### config.mk
export PLATFORM = sky130hd
export DESIGN_NAME = scl_lowto_mon
export DESIGN_NICKNAME = d
export VERILOG_FILES = /design/src/rtl/lto_pkg.sv /design/src/rtl/lto_sync.sv /design/src/rtl/lto_counter.sv /design/src/rtl/lto_status.sv /design/src/rtl/scl_lowto_mon.sv
export SDC_FILE = /design/constraint.sdc
export NUM_CORES = 1
export LEC_CHECK = 0
export BUFFER_PORTS_ARGS = -buffer_cell sky130_fd_sc_hd__buf_2
export CELL_PAD_IN_SITES_DETAIL_PLACEMENT = 1
export CELL_PAD_IN_SITES_GLOBAL_PLACEMENT = 1
export CORE_UTILIZATION = 45
export DETAILED_ROUTE_END_ITERATION = 8
export PLACE_DENSITY = 0.85
export RECOVER_POWER = 100
export SLEW_MARGIN = 25
export SYNTH_ARGS = -nofsm -noshare
export SYNTH_HDL_FRONTEND = slang
export SYNTH_SLANG_ARGS = --single-unit
### constraint.sdc
create_clock -name clk -period 5.2 [get_ports clk]
set_clock_uncertainty 0.2 [all_clocks]
set_input_delay 1.04 -clock clk [delete_from_list [all_inputs] [get_ports clk]]
set_output_delay 1.04 -clock clk [all_outputs]
set_load 0.1 [all_outputs]
### src/rtl/lto_pkg.sv
package lto_pkg;
  localparam int CFG_W_DEF  = 8;
  localparam int ZERO_W_DEF = 4;
  localparam int SYNC_DEF   = 2;

  typedef struct packed {
    logic raw;
    logic status;
    logic abort;
  } lto_flags_t;
endpackage

### src/rtl/lto_sync.sv
module lto_sync #(
  parameter int LINES  = 2,
  parameter int STAGES = 2
) (
  input  logic             clk,
  input  logic             rst_n,
  input  logic [LINES-1:0] d_in,
  output logic [LINES-1:0] d_out
);
  for (genvar g = 0; g < LINES; g++) begin : g_line
    logic [STAGES-1:0] chain;
    always_ff @(posedge clk or negedge rst_n) begin
      if (!rst_n) chain <= '1;
      else        chain <= {chain[STAGES-2:0], d_in[g]};
    end
    assign d_out[g] = chain[STAGES-1];
  end
endmodule

### src/rtl/lto_counter.sv
module lto_counter #(
  parameter int CFG_W  = 8,
  parameter int ZERO_W = 4
) (
  input  logic             clk,
  input  logic             rst_n,
  input  logic [CFG_W-1:0] cfg_q,
  input  logic             start_det,
  input  logic             stop_sent,
  input  logic             bit_tick,
  input  logic             scl_s,
  output logic             expire
);
  localparam int CNT_W = CFG_W + ZERO_W;

  logic             active;
  logic             enabled;
  logic [CNT_W-1:0] cnt;
  logic [CNT_W-1:0] reload;
  logic             step;

  assign enabled = (cfg_q > CFG_W'(1));
  assign reload  = {cfg_q, {ZERO_W{1'b0}}};
  assign step    = active && !start_det && !scl_s && bit_tick && enabled && (cnt != '0);
  assign expire  = step && (cnt == CNT_W'(1));

  always_ff @(posedge clk or negedge rst_n) begin
    if (!rst_n)         active <= 1'b0;
    else if (start_det) active <= 1'b1;
    else if (stop_sent) active <= 1'b0;
  end

  always_ff @(posedge clk or negedge rst_n) begin
    if (!rst_n)                cnt <= '0;
    else if (start_det)        cnt <= reload;
    else if (active && scl_s)  cnt <= reload;
    else if (step)             cnt <= cnt - CNT_W'(1);
  end

  // a disabled count never expires
  p_disabled_quiet_r2: assert property (@(posedge clk) disable iff (!rst_n)
    !enabled |-> !expire);
  // idle bus keeps the counter frozen
  p_idle_frozen_r3: assert property (@(posedge clk) disable iff (!rst_n)
    (!active && !start_det) |=> $stable(cnt));
  // no tick, no movement while low
  p_tick_only_r4: assert property (@(posedge clk) disable iff (!rst_n)
    (active && !start_det && !scl_s && !bit_tick) |=> $stable(cnt));
  // released clock restores the budget
  p_release_reload_r5: assert property (@(posedge clk) disable iff (!rst_n)
    (active && scl_s && !start_det) |=> (cnt == {$past(cfg_q), {ZERO_W{1'b0}}}));
endmodule

### src/rtl/lto_status.sv
module lto_status
  import lto_pkg::*;
(
  input  logic clk,
  input  logic rst_n,
  input  logic expire,
  input  logic stop_sent,
  input  logic irq_clr,
  input  logic irq_en,
  output logic raw_irq,
  output logic irq,
  output logic to_status,
  output logic force_stop_req
);
  lto_flags_t fl;

  always_ff @(posedge clk or negedge rst_n) begin
    if (!rst_n) begin
      fl <= '0;
    end else begin
      if (expire)        fl.raw <= 1'b1;
      else if (irq_clr)  fl.raw <= 1'b0;
      if (expire)         begin fl.status <= 1'b1; fl.abort <= 1'b1; end
      else if (stop_sent) begin fl.status <= 1'b0; fl.abort <= 1'b0; end
    end
  end

  assign raw_irq        = fl.raw;
  assign to_status      = fl.status;
  assign force_stop_req = fl.abort;
  assign irq            = fl.raw & irq_en;

  // terminal tick raises all three flags
  p_flags_set_r6: assert property (@(posedge clk) disable iff (!rst_n)
    expire |=> (raw_irq && to_status && force_stop_req));
  // STOP sent drops status and abort request
  p_stop_clears_r8: assert property (@(posedge clk) disable iff (!rst_n)
    (stop_sent && !expire) |=> (!to_status && !force_stop_req));
  // raw flag holds unless cleared
  p_raw_sticky_r9: assert property (@(posedge clk) disable iff (!rst_n)
    (raw_irq && !irq_clr) |=> raw_irq);
endmodule

### src/rtl/scl_lowto_mon.sv
module scl_lowto_mon
  import lto_pkg::*;
#(
  parameter int CFG_W  = CFG_W_DEF,
  parameter int ZERO_W = ZERO_W_DEF,
  parameter int SYNC_N = SYNC_DEF
) (
  input  logic             clk,
  input  logic             rst_n,
  input  logic             cfg_wr,
  input  logic [CFG_W-1:0] cfg_data,
  input  logic             bit_tick,
  input  logic             scl_in,
  input  logic             sda_in,
  input  logic             start_det,
  input  logic             stop_sent,
  input  logic             irq_en,
  input  logic             irq_clr,
  output logic             raw_irq,
  output logic             irq,
  output logic             to_status,
  output logic             force_stop_req,
  output logic             stop_go,
  output logic             mon_scl,
  output logic             mon_sda
);
  logic [CFG_W-1:0] cfg_q;
  logic [1:0]       lines_s;
  logic             expire;

  always_ff @(posedge clk or negedge rst_n) begin
    if (!rst_n)      cfg_q <= '0;
    else if (cfg_wr) cfg_q <= cfg_data;
  end

  lto_sync #(.LINES(2), .STAGES(SYNC_N)) u_sync (
    .clk(clk), .rst_n(rst_n), .d_in({sda_in, scl_in}), .d_out(lines_s));

  assign mon_scl = lines_s[0];
  assign mon_sda = lines_s[1];

  lto_counter #(.CFG_W(CFG_W), .ZERO_W(ZERO_W)) u_cnt (
    .clk(clk), .rst_n(rst_n), .cfg_q(cfg_q), .start_det(start_det),
    .stop_sent(stop_sent), .bit_tick(bit_tick), .scl_s(mon_scl), .expire(expire));

  lto_status u_stat (
    .clk(clk), .rst_n(rst_n), .expire(expire), .stop_sent(stop_sent),
    .irq_clr(irq_clr), .irq_en(irq_en), .raw_irq(raw_irq), .irq(irq),
    .to_status(to_status), .force_stop_req(force_stop_req));

  assign stop_go = force_stop_req & mon_scl & mon_sda;

  // STOP released only onto a free bus
  p_stop_free_bus_r7: assert property (@(posedge clk) disable iff (!rst_n)
    stop_go |-> (force_stop_req && mon_scl && mon_sda));
  // masked interrupt implies raw flag
  p_irq_masked_r9: assert property (@(posedge clk) disable iff (!rst_n)
    irq |-> (raw_irq && irq_en));
endmodule

# --- Yosys cells after proc, flatten, opt, wreduce, memory -nomap -nowiden ---
# Cells that the tools add are included.
word_totals:
  ff_bits: 28
  elab_cells: 37
  input_bits: 18
classes:
  magnitude_cmp: 1
  bitwise: 3
  n_eq_ne: 1
  reduce_logical: 14
  mux: 9
  addsub: 1
ops:
  columns: ["cell", "count"]
  rows:
  - ["$mux 12", 3]
  - ["$eq 12x1->1 const B", 1]
  - ["$reduce_bool 12->1", 1]
  - ["$sub 12x1->12 const B", 1]
  - ["$gt 8x1->1 const B", 1]
  - ["$logic_and 1x1->1", 7]
  - ["$reduce_bool 2->1", 3]
  - ["$mux 1", 4]
  - ["$mux 2", 2]
  - ["$and 1x1->1", 3]
  - ["$reduce_bool 3->1", 1]
  - ["$logic_not 1->1", 2]

# --- Logic depth before layout (Yosys ltp) ---
# Gate-level depths: netlist of run 1.
logic_depth:
  depth_word: 9
  depth_mapped: 6
  depth_no_buf: 6

# --- Cells and area by module ---
# Synthesis of run 1 repeated with hierarchy kept, for this count alone.
unflattened:
  hier_cells: 134
  hier_area_um2: 1482.7
modules_own_cells:
  columns: ["mod", "area_per_inst_um2", "cells_per_inst", "n_inst", "seq_area_each_um2"]
  rows:
  - ["lto_counter", 938.4, 102, 1, 325.3]
  - ["scl_lowto_mon", 337.8, 18, 1, 200.2]
  - ["lto_sync", 120.1, 6, 1, 105.1]
  - ["lto_status", 86.3, 8, 1, 50.0]

# --- Least setup slack after synthesis of run 1 ---
# No wires, ideal clock.
synth_timing:
  path_type: "register to output"
  from: "reg u_stat.fl (netlist bit u_stat.force_stop_req)"
  to: "out stop_go"
  stages_incl_launch_ff: 2
  arrival_ps: 1848
  setup_slack_ps: 2112
  cell_sequence: "dfrtp_1 and3_1"
synth_between:
  elab_chain_cells: 2
synth_lines:
  columns: ["element", "line", "text"]
  rows:
  - ["start: declaration", "lto_status.sv:15", "lto_flags_t fl;"]
  - ["$and 1x1->1 (2 in series)", "scl_lowto_mon.sv:51", "assign stop_go = force_stop_req & mon_scl & mon_sda;"]
  - ["end: declaration", "scl_lowto_mon.sv:23", "output logic stop_go,"]
# No other way between the ends.

# --- Worst setup path in the final report of run 1 ---
layout_timing:
  from: "in irq_en"
  to: "out irq"
layout_between:
  elab_chain_cells: 1
layout_lines:
  columns: ["element", "line", "text"]
  rows:
  - ["start: declaration", "scl_lowto_mon.sv:17", "input logic irq_en,"]
  - ["$and 1x1->1", "lto_status.sv:31", "assign irq = fl.raw & irq_en;"]
  - ["end: declaration", "scl_lowto_mon.sv:20", "output logic irq,"]
# No other way between the ends.

==> flow_metrics.py, run 1 <==
metrics = {
    "route": {
        "drc": 0,
        "drtIter0Drc": 27,
        "wirelength_mm": 3.15,
        "wl_per_cell_microns": 18.3,
        "drt_pass1_iterations": 4,
        "ant_nets": 0,
        "vias": 1035,
        "vias_per_cell": 6.02,
    },
    "clocking": {
        "cts_tree": "yes",
        "cts_buffer_depth": 2,
        "clk_pin_slew_ns": 0.13,
        "post-cts-setup-buffers": 0,
        "cts-htree-levels": 1,
        "clk_latency_ns": 0.33,
        "hold_buffers": 0,
        "clock_sinks": 27,
        "cts_made_buffers": 3,
        "cts_resized": 0,
        "clk_root_buffer_cell": "clkbuf_4",
    },
    "place": {
        "dpl.cell_count": 168,
        "post-dp-hpwl_mm": 2.34,
        "pre_cts_slack_ns": 2.20,
        "io_buffer_count": 24,
        "gp_congestion": 0.769,
    },
    "power_and_ir_drop": {
        "comb_power_share_pct": 17.4,
        "power.total_w": 0.000413,
        "power_density_nw_per_um2": 287,
        "ir_drop_mv": 0.219,
        "leakagePower_nw": 0.594,
        "p_int_w": 0.000289,
        "seqPwrFrac_pct": 60.5,
        "swShare_pct": 30.1,
        "netSwitchingPower_w": 0.000124,
        "clkPwrFrac_pct": 22.1,
    },
    "logic_synthesis": {
        "syn_avg_cell_area_sq_um": 11.3,
        "syn-num-nets": 138,
        "netlist_area_sq_um": 1320,
        "syn_inst": 117,
        "ys_seq_area_share_pct": 51.7,
        "ys_warn_count": 0,
        "synth.distinct_cells": 42,
        "ys_ff_latch": 27,
    },
    "sta": {
        "setup_viol": 0,
        "finalCritPeriodShare_pct": 64.1,
        "worst_pin_slew_ns": 1.42,
        "hold_viol": 0,
        "fin_ws_ns": 1.87,
        "fmax_mhz": 300,
        "slew_viol_final": 0,
        "period_needed_ns": 3.33,
        "maxSlewHeadroom_pct": 5.34,
        "fin_tns_setup_ns": 0,
        "rsz0062_at_grt": "no",
    },
    "critical_path": {
        "critPathCaptureType": "output pin",
        "worstSetupStartpointType": "input pin",
        "worstPathRequired_ns": 3.96,
        "ff2ff_path_depth": 5,
        "critPathKind": "in2out",
        "worstPathMaxFanout": 1,
        "arrival_ns": 2.09,
    },
    "layout": {
        "num_antenna_cells": 0,
        "final_cell_count_no_fill": 172,
        "drive_above_1_share_pct": 22.7,
        "layout_common_cells": "dfrtp_1 (23), buf_2 (14), nand2_1 (13)",
        "nets": 163,
        "area_growth_pct": 9.21,
        "final_common_cell": "dfrtp_1",
        "nFillCells": 317,
    },
    "flow_run": {
        "cap_violations": 0,
    },
    "die": {
        "io_pins": 25,
        "die_h_microns": 56.1,
        "core_sq_um": 2760,
        "die_w_microns": 56.1,
        "rows": 19,
        "start_util_pct": 47.8,
        "die-area_sq_um": 3150,
    },
    "min_path": {
        "hold_path_class": "reg2reg",
        "hold-path-cell-count": 0,
    },
    "global_route": {
        "grt_overflow": 0,
        "gr-usage-all-layers_pct": 21.8,
        "grt_max_degree": 28,
        "antenna_found_initial": 0,
        "grt_pass1_wl_mm": 5.33,
        "first_global_vias": 1114,
    },
    "status": {
        "status": "complete, no violations",
    },
}
==> logic make-up after synthesis <==
kind of cell	share of synthesized area (%)
xor+xnor	0.665
buf+inv	3.42
flops	51.7
mux	8.36
simple gates	18.3
fa+ha+maj	2.85
compound gates	14.7
==> cell type report <==
class	count	area, sq um	share of cell area [%]
inverters	5	18.8	1.30
flip-flops and latches	27	681	47.3
clock buffers	4	26.3	1.83
repair buffers	24	108	7.48
well taps	31	38.8	2.70
multi-input cells	81	567	39.4
==> worst max-delay path, stage by stage <==
cell and delay, ns:
buf_2 0.07, and2_1 0.10, clkbuf_1 0.87
==> registers in the layout, summed over array words and instances, names as in the netlist <==
| name | cells |
|---|---|
| u_stat.force_stop_req | 1 |
| u_cnt.active | 1 |
| u_sync.g_line.chain | 4 |
| u_stat.raw_irq | 1 |
| u_cnt.cnt | 12 |
| cfg_q | 8 |
==> power by group through the flow <==
stage	combinational, W	sequential [W]	clock [W]
3_3_place_gp	0.0000700	0.000253	0
6_report	0.0000718	0.000250	0.0000914
5_1_grt	0.0000794	0.000252	0.000100
4_1_cts	0.0000751	0.000251	0.0000945
3_5_place_dp	0.0000740	0.000255	0
2_1_floorplan	0.0000461	0.000255	0
==> metal layers <==
metal	track usage (%)	vias to the layer above	share of wire [%]
li1	-	482	-
met1	26.6	520	42
met2	38.4	27	54
met3	3.49	6	3.2
met4	8.36	0	1.6
met5	0	-	0
==> final timing paths <==
| path | startpoint | end | slack, ns |
|---|---|---|---|
| max in group asynchronous | rst_n | cfg_q[3] | 3.17 |
| hold / removal | u_sync.g_line[0].chain[0] | u_sync.g_line[0].chain[1] | 0.17 |
| setup reg to reg | u_cnt.cnt[5] | u_cnt.cnt[4] | 2.06 |
| min in group asynchronous | rst_n | u_cnt.cnt[3] | 0.81 |
| hold reg to reg | u_sync.g_line[0].chain[0] | u_sync.g_line[0].chain[1] | 0.17 |
| setup / recovery | irq_en | irq | 1.87 |
==> cells in the mapped netlist, drive strengths merged <==
library cell | number | area (sq um)
nor4bb | 1 | 10.0
or4 | 2 | 18.8
dfrtp | 23 | 576
nand2 | 13 | 48.8
mux2i | 2 | 20.0
nand4 | 3 | 18.8
inv | 5 | 18.8
o41ai | 2 | 25.0
a32oi | 1 | 8.76
nand4b | 1 | 8.76
nor2 | 4 | 15.0
o21ai | 8 | 40.0
a21oi | 2 | 10.0
o221a | 1 | 11.3
a311oi | 1 | 8.76
nor4b | 2 | 32.5
o21a | 1 | 7.51
a31o | 1 | 8.76
nand3 | 7 | 35.0
nor4 | 2 | 18.8
nor3 | 2 | 10.0
xnor2 | 1 | 8.76
ha | 3 | 37.5
a31oi | 2 | 18.8
dfstp | 4 | 105
buf | 2 | 18.8
o211ai | 3 | 22.5
and3 | 1 | 6.26
clkbuf | 2 | 7.51
and2 | 1 | 6.26
nand2b | 2 | 12.5
mux2 | 8 | 90.1
o311ai | 1 | 8.76
a2bb2oi | 1 | 8.76
a21o | 2 | 15.0
==> per-stage QoR <==
stage	utilization (%)	hold WS (ns)	cell area (sq um)
finish	52.2	0.167	1440
detailed placement	52.6	0.150	1450
CTS	53.5	0.169	1480
global route	52.2	0.174	1440
global placement	52.6	0.146	1450
floorplan	-	0.145	1320
(Power assumes the default switching activity.)
==> run 2, diff against run 1 <==
Settings changed: CORE_UTILIZATION 45 to 38, PLACE_DENSITY 0.85 to 0.77.
Clock period 5.2 ns to 2.75 ns, I/O delays scaled along.
==> run 2 against run 1 <==
Net effect:
- combinational power grew 99%
- sequential share of layout area shrank 1.9 points
- largest cell class unchanged
- register-to-register slack lost 1.9 ns
- non-clock buffer count grew 2
- routed wire length shrank 2.4%
- global-route usage shrank 2.5 points
- setup slack lost 1.7 ns
- worst hold slack lost 0.070 ns
- power grew 93%
- die area grew 18%
- critical endpoint is now u_cnt.cnt[4]
- critical path depth grew 2
==> flow_metrics.py, run 2 (synthesized netlist as in run 1, its figures left out) <==
metrics = {
    "status": {
        "status": "complete, no violations",
    },
    "global_route": {
        "grt_overflow": 0,
        "first_global_vias": 1115,
        "grt_max_degree": 28,
        "grt_pass1_wl_mm": 5.18,
        "antenna_found_initial": 0,
        "gr-usage-all-layers_pct": 19.2,
    },
    "sta": {
        "maxSlewHeadroom_pct": 5.19,
        "rsz0062_at_grt": "no",
        "fin_tns_setup_ns": 0,
        "timing.hold.ws_ns": 0.0967,
        "finalCritPeriodShare_pct": 92.7,
        "period_needed_ns": 2.55,
        "worst_pin_slew_ns": 1.42,
        "setup_viol": 0,
        "fmax_mhz": 392,
        "hold_viol": 0,
        "slew_viol_final": 0,
    },
    "critical_path": {
        "worst_path_max_delay_cell": "or4_1",
        "worstPathRequired_ns": 2.79,
        "rr_startpoint": "u_cnt.cnt[7]",
        "worstSetupStartpointType": "flip-flop",
        "path_cells": "or4_1 -> nor4b_4 -> a31oi_2 -> mux2i_1 -> o221a_2",
        "critPathLaunch": "u_cnt.cnt[7]",
        "cp.buffers_inverters": 0,
        "worstPathMaxFanout": 12,
        "critPathKind": "reg2reg",
        "crit_family": "simple AND/OR/NAND/NOR gates",
        "critPathCaptureType": "flip-flop",
        "arrival_ns": 2.59,
        "cpPeakStageDelay_ns": 0.62,
    },
    "clocking": {
        "post-cts-setup-buffers": 0,
        "hold_buffers": 0,
        "clk_root_buffer_cell": "clkbuf_4",
        "cts_made_buffers": 3,
        "cts_buffer_depth": 2,
        "cts_tree": "yes",
        "clock_sinks": 27,
        "cts_resized": 0,
        "cts-htree-levels": 1,
        "clk_pin_slew_ns": 0.15,
        "clk_latency_ns": 0.33,
    },
    "route": {
        "drc": 0,
        "wl_per_cell_microns": 16.2,
        "drtIter0Drc": 27,
        "drt_pass1_iterations": 4,
        "ant_nets": 0,
        "wirelength_mm": 3.07,
        "vias": 1049,
        "vias_per_cell": 5.55,
    },
    "layout": {
        "top_register": "u_cnt.cnt",
        "layout_common_cells": "dfrtp_1 (23), buf_2 (15), nand2_1 (13)",
        "nets": 165,
        "final_cell_count_no_fill": 189,
        "seq_area_sq_um": 681,
        "top_regs": "u_cnt.cnt x12, cfg_q x8, u_sync.g_line.chain x4",
        "nFillCells": 405,
        "multiInputGateArea_sq_um": 588,
        "largest_register_ffs": 12,
        "drive_above_1_share_pct": 27.3,
        "num_antenna_cells": 0,
        "area_growth_pct": 13.7,
        "final_common_cell": "dfrtp_1",
    },
    "die": {
        "die-area_sq_um": 3710,
        "start_util_pct": 39.5,
        "core_sq_um": 3340,
        "rows": 21,
        "io_pins": 25,
        "die_w_microns": 60.9,
        "die_h_microns": 60.9,
    },
    "place": {
        "io_buffer_count": 24,
        "gp_congestion": 0.817,
        "post-dp-hpwl_mm": 2.30,
        "dpl.cell_count": 185,
    },
    "power_and_ir_drop": {
        "power_density_nw_per_um2": 531,
        "ir_drop_mv": 0.294,
        "leakagePower_nw": 0.619,
    },
    "min_path": {
        "hold_path_class": "in2reg",
        "hold_start": "scl_in",
    },
    "flow_run": {
        "cap_violations": 0,
    },
}
[run 2: cell count changes in the layout (fill, tap and decap cells not counted)]
cell	change
buf_2	+1
o21ai_0	+1
clkbuf_2	+2
nor4b_1	-1
a31oi_1	-1
a31oi_2	+1
clkbuf_1	-3
o21ai_1	-1
nor4b_4	+1
buf_4	+2
[run 2: stage by stage]
stage	setup WS (ns)	total power [W]	utilization (%)	cell area, sq um
floorplan	0.152	0.000569	-	1320
CTS	0.271	0.000801	45.3	1510
global placement	0.372	0.000616	44.5	1480
detailed placement	0.264	0.000625	44.5	1480
global route	0.121	0.000830	44.9	1500
finish	0.200	0.000795	44.9	1500
[run 2: final timing paths]
path                                                  end  slack, ns  cells past startpoint
worst max register to register               u_cnt.cnt[4]       0.20                      5
max in group asynchronous                    u_cnt.cnt[3]       1.21                      1
worst min register to register  u_sync.g_line[0].chain[1]       0.17                      0
worst max-delay path                         u_cnt.cnt[4]       0.20                      5
min in group asynchronous                    u_cnt.cnt[0]       0.31                      1
worst min-delay path            u_sync.g_line[0].chain[0]        0.1                      1
[run 2: layout make-up]
cell class,instances,share of cell area [%]
Tap cell,46,3.84
Timing Repair Buffer,26,8.44
Inverter,5,1.25
Sequential cell,27,45.4
Clock buffer,4,1.75
Multi-Input combinational cell,81,39.3
[run 2: metal layers]
metal  vias up  track usage, %  routed length (microns)
met2        22            32.8                     1560
met4         0            7.79                       63
met5         -               0                        0
met1       531            25.1                     1360
li1        490               -                        -
met3         6            1.92                       81
[run 2: power by group]
part	internal, W	leakage, nW	switching [W]
Sequential	0.000435	0.324	0.0000382
Clock	0.0000570	0.0150	0.000122
Combinational	0.0000599	0.280	0.0000831
==> run 3, diff against run 2 <==
Settings changed: CORE_UTILIZATION 38 to 42, PLACE_DENSITY 0.77 to 0.8, RECOVER_POWER 100 to 25.
Clock period 2.75 ns to 2.6 ns, I/O delays scaled along.
==> run 3 against run 2 <==
Net effect:
- global-route usage up 2.7 points
- combinational power up 9.8%
- non-clock buffer count up 2
- register-to-register slack better by 0.03 ns
- cell area up 0.67%
- sequential cell count unchanged
- sequential share of layout area down 0.30 points
- clock power up 8%
- via count up 0.76%
- core utilization up 8.0 points
- power up 7.2%
- routed wire length up 4.2%
- largest cell class unchanged
- largest power group unchanged
- highest routed layer unchanged
==> flow_metrics.py, run 3 (synthesized netlist as in run 1, its figures left out) <==
metrics = {
    "critical_path": {
        "cpPeakStageDelay_ns": 0.56,
        "cp.buffers_inverters": 0,
        "worstPathMaxFanout": 12,
        "worst_path_max_delay_cell": "or4_1",
        "worstPathRequired_ns": 2.66,
        "critPathLaunch": "cfg_q[3]",
        "rr_startpoint": "cfg_q[3]",
        "crit_family": "compound AO/OA/AOI/OAI gates",
        "path_cells": "or4_1 -> o41ai_2 -> a31oi_2 -> mux2i_1 -> o221a_2",
        "critPathCaptureType": "flip-flop",
        "arrival_ns": 2.42,
        "critPathKind": "reg2reg",
        "worstSetupStartpointType": "flip-flop",
    },
    "clocking": {
        "clk_latency_ns": 0.34,
        "cts_resized": 0,
        "clk_root_buffer_cell": "clkbuf_4",
        "cts_buffer_depth": 2,
        "cts-htree-levels": 1,
        "clock_sinks": 27,
        "clk_pin_slew_ns": 0.15,
        "cts_tree": "yes",
        "cts_made_buffers": 3,
    },
    "layout": {
        "layout_common_cells": "dfrtp_1 (23), buf_2 (22), nand2_1 (13)",
        "top_regs": "u_cnt.cnt x12, cfg_q x8, u_sync.g_line.chain x4",
        "largest_register_ffs": 12,
        "area_growth_pct": 14.4,
        "nFillCells": 327,
        "num_antenna_cells": 0,
        "final_common_cell": "dfrtp_1",
        "top_register": "u_cnt.cnt",
        "drive_above_1_share_pct": 32.4,
        "nets": 167,
    },
    "place": {
        "io_buffer_count": 24,
        "pre_cts_slack_ns": 0.225,
        "gp_congestion": 0.816,
        "post-dp-hpwl_mm": 2.38,
    },
    "global_route": {
        "first_global_vias": 1125,
        "grt_pass1_wl_mm": 5.30,
        "grt_max_degree": 28,
        "grt_overflow": 0,
        "gr-usage-all-layers_pct": 22.0,
        "antenna_found_initial": 0,
    },
    "power_and_ir_drop": {
        "power_density_nw_per_um2": 566,
        "ir_drop_mv": 0.400,
        "leakagePower_nw": 0.655,
    },
    "die": {
        "io_pins": 25,
        "start_util_pct": 46.2,
        "core_sq_um": 2850,
        "rows": 19,
        "die_h_microns": 58.0,
        "die-area_sq_um": 3370,
        "die_w_microns": 58.0,
    },
    "route": {
        "drc": 0,
        "vias_per_cell": 6.01,
        "vias": 1057,
        "ant_nets": 0,
        "wl_per_cell_microns": 18.2,
        "drt_pass1_iterations": 4,
        "wirelength_mm": 3.20,
        "drtIter0Drc": 43,
    },
    "sta": {
        "finalCritPeriodShare_pct": 91.0,
        "fin_tns_setup_ns": 0,
        "period_needed_ns": 2.37,
        "setup_viol": 0,
        "worst_pin_slew_ns": 1.45,
        "rsz0062_at_grt": "no",
        "fin_ws_ns": 0.234,
        "slew_viol_final": 0,
        "maxSlewHeadroom_pct": 3.35,
        "hold_viol": 0,
        "fmax_mhz": 423,
    },
    "status": {
        "status": "complete, no violations",
    },
    "min_path": {
        "hold_start": "scl_in",
        "hold_path_class": "in2reg",
    },
    "flow_run": {
        "cap_violations": 0,
    },
}
run 3: report_power, final:
part | leakage (nW) | switching (W) | internal (W)
registers | 0.324 | 0.0000420 | 0.000460
clock network | 0.0177 | 0.000136 | 0.0000581
logic | 0.313 | 0.0000905 | 0.0000662
total | 0.655 | 0.000268 | 0.000585
run 3: area by class of cell:
type | instances | area [sq um] | share of cell area [%]
Tap cell | 31 | 38.8 | 2.57
Multi-Input combinational cell | 81 | 592 | 39.3
Timing Repair Buffer | 28 | 150 | 9.96
Clock inverter | 1 | 5.00 | 0.332
Sequential cell | 27 | 681 | 45.1
Clock buffer | 3 | 22.5 | 1.49
Inverter | 5 | 18.8 | 1.24
run 3: final timing paths:
check | end | slack, ns | depth (start not counted)
worst min register to register | u_sync.g_line[1].chain[1] | 0.17 | 0
worst max-delay path | u_cnt.cnt[4] | 0.23 | 5
min in group asynchronous | u_cnt.cnt[9] | 0.83 | 2
max in group asynchronous | cfg_q[5] | 0.53 | 2
worst max register to register | u_cnt.cnt[4] | 0.23 | 5
worst min-delay path | u_sync.g_line[0].chain[0] | 0.05 | 1
run 3: layer usage:
metal  vias to the layer above  wire length [microns]  track usage (%)  part of all wire, %
met3                         7                    104             4.24                  3.3
met5                         -                      0                0                    0
met4                         0                     84             10.5                  2.6
met1                       539                   1370             25.9                   43
met2                        22                   1640             38.3                   51
li1                        489                      -                -                    -
run 3: stage by stage:
step | power, W | hold WS (ns) | cells | util, % | area, sq um
6_report | 0.000853 | 0.0540 | 176 | 52.9 | 1510
4_1_cts | 0.000857 | 0.0563 | 176 | 52.9 | 1510
3_3_place_gp | 0.000652 | 0.146 | 171 | 51.6 | 1470
2_1_floorplan | 0.000601 | 0.0244 | 117 | - | 1320
3_5_place_dp | 0.000665 | 0.147 | 171 | 51.6 | 1470
5_1_grt | 0.000885 | 0.0481 | 176 | 52.9 | 1510
run 3: timing repair:
| action | CTS | global route |
|---|---|---|
| setup endpoints to repair | 0 | 0 |
| buffers inserted | 0 | 0 |
| hold buffers | 1 | 0 |
| hold endpoints to repair | 23 | 0 |
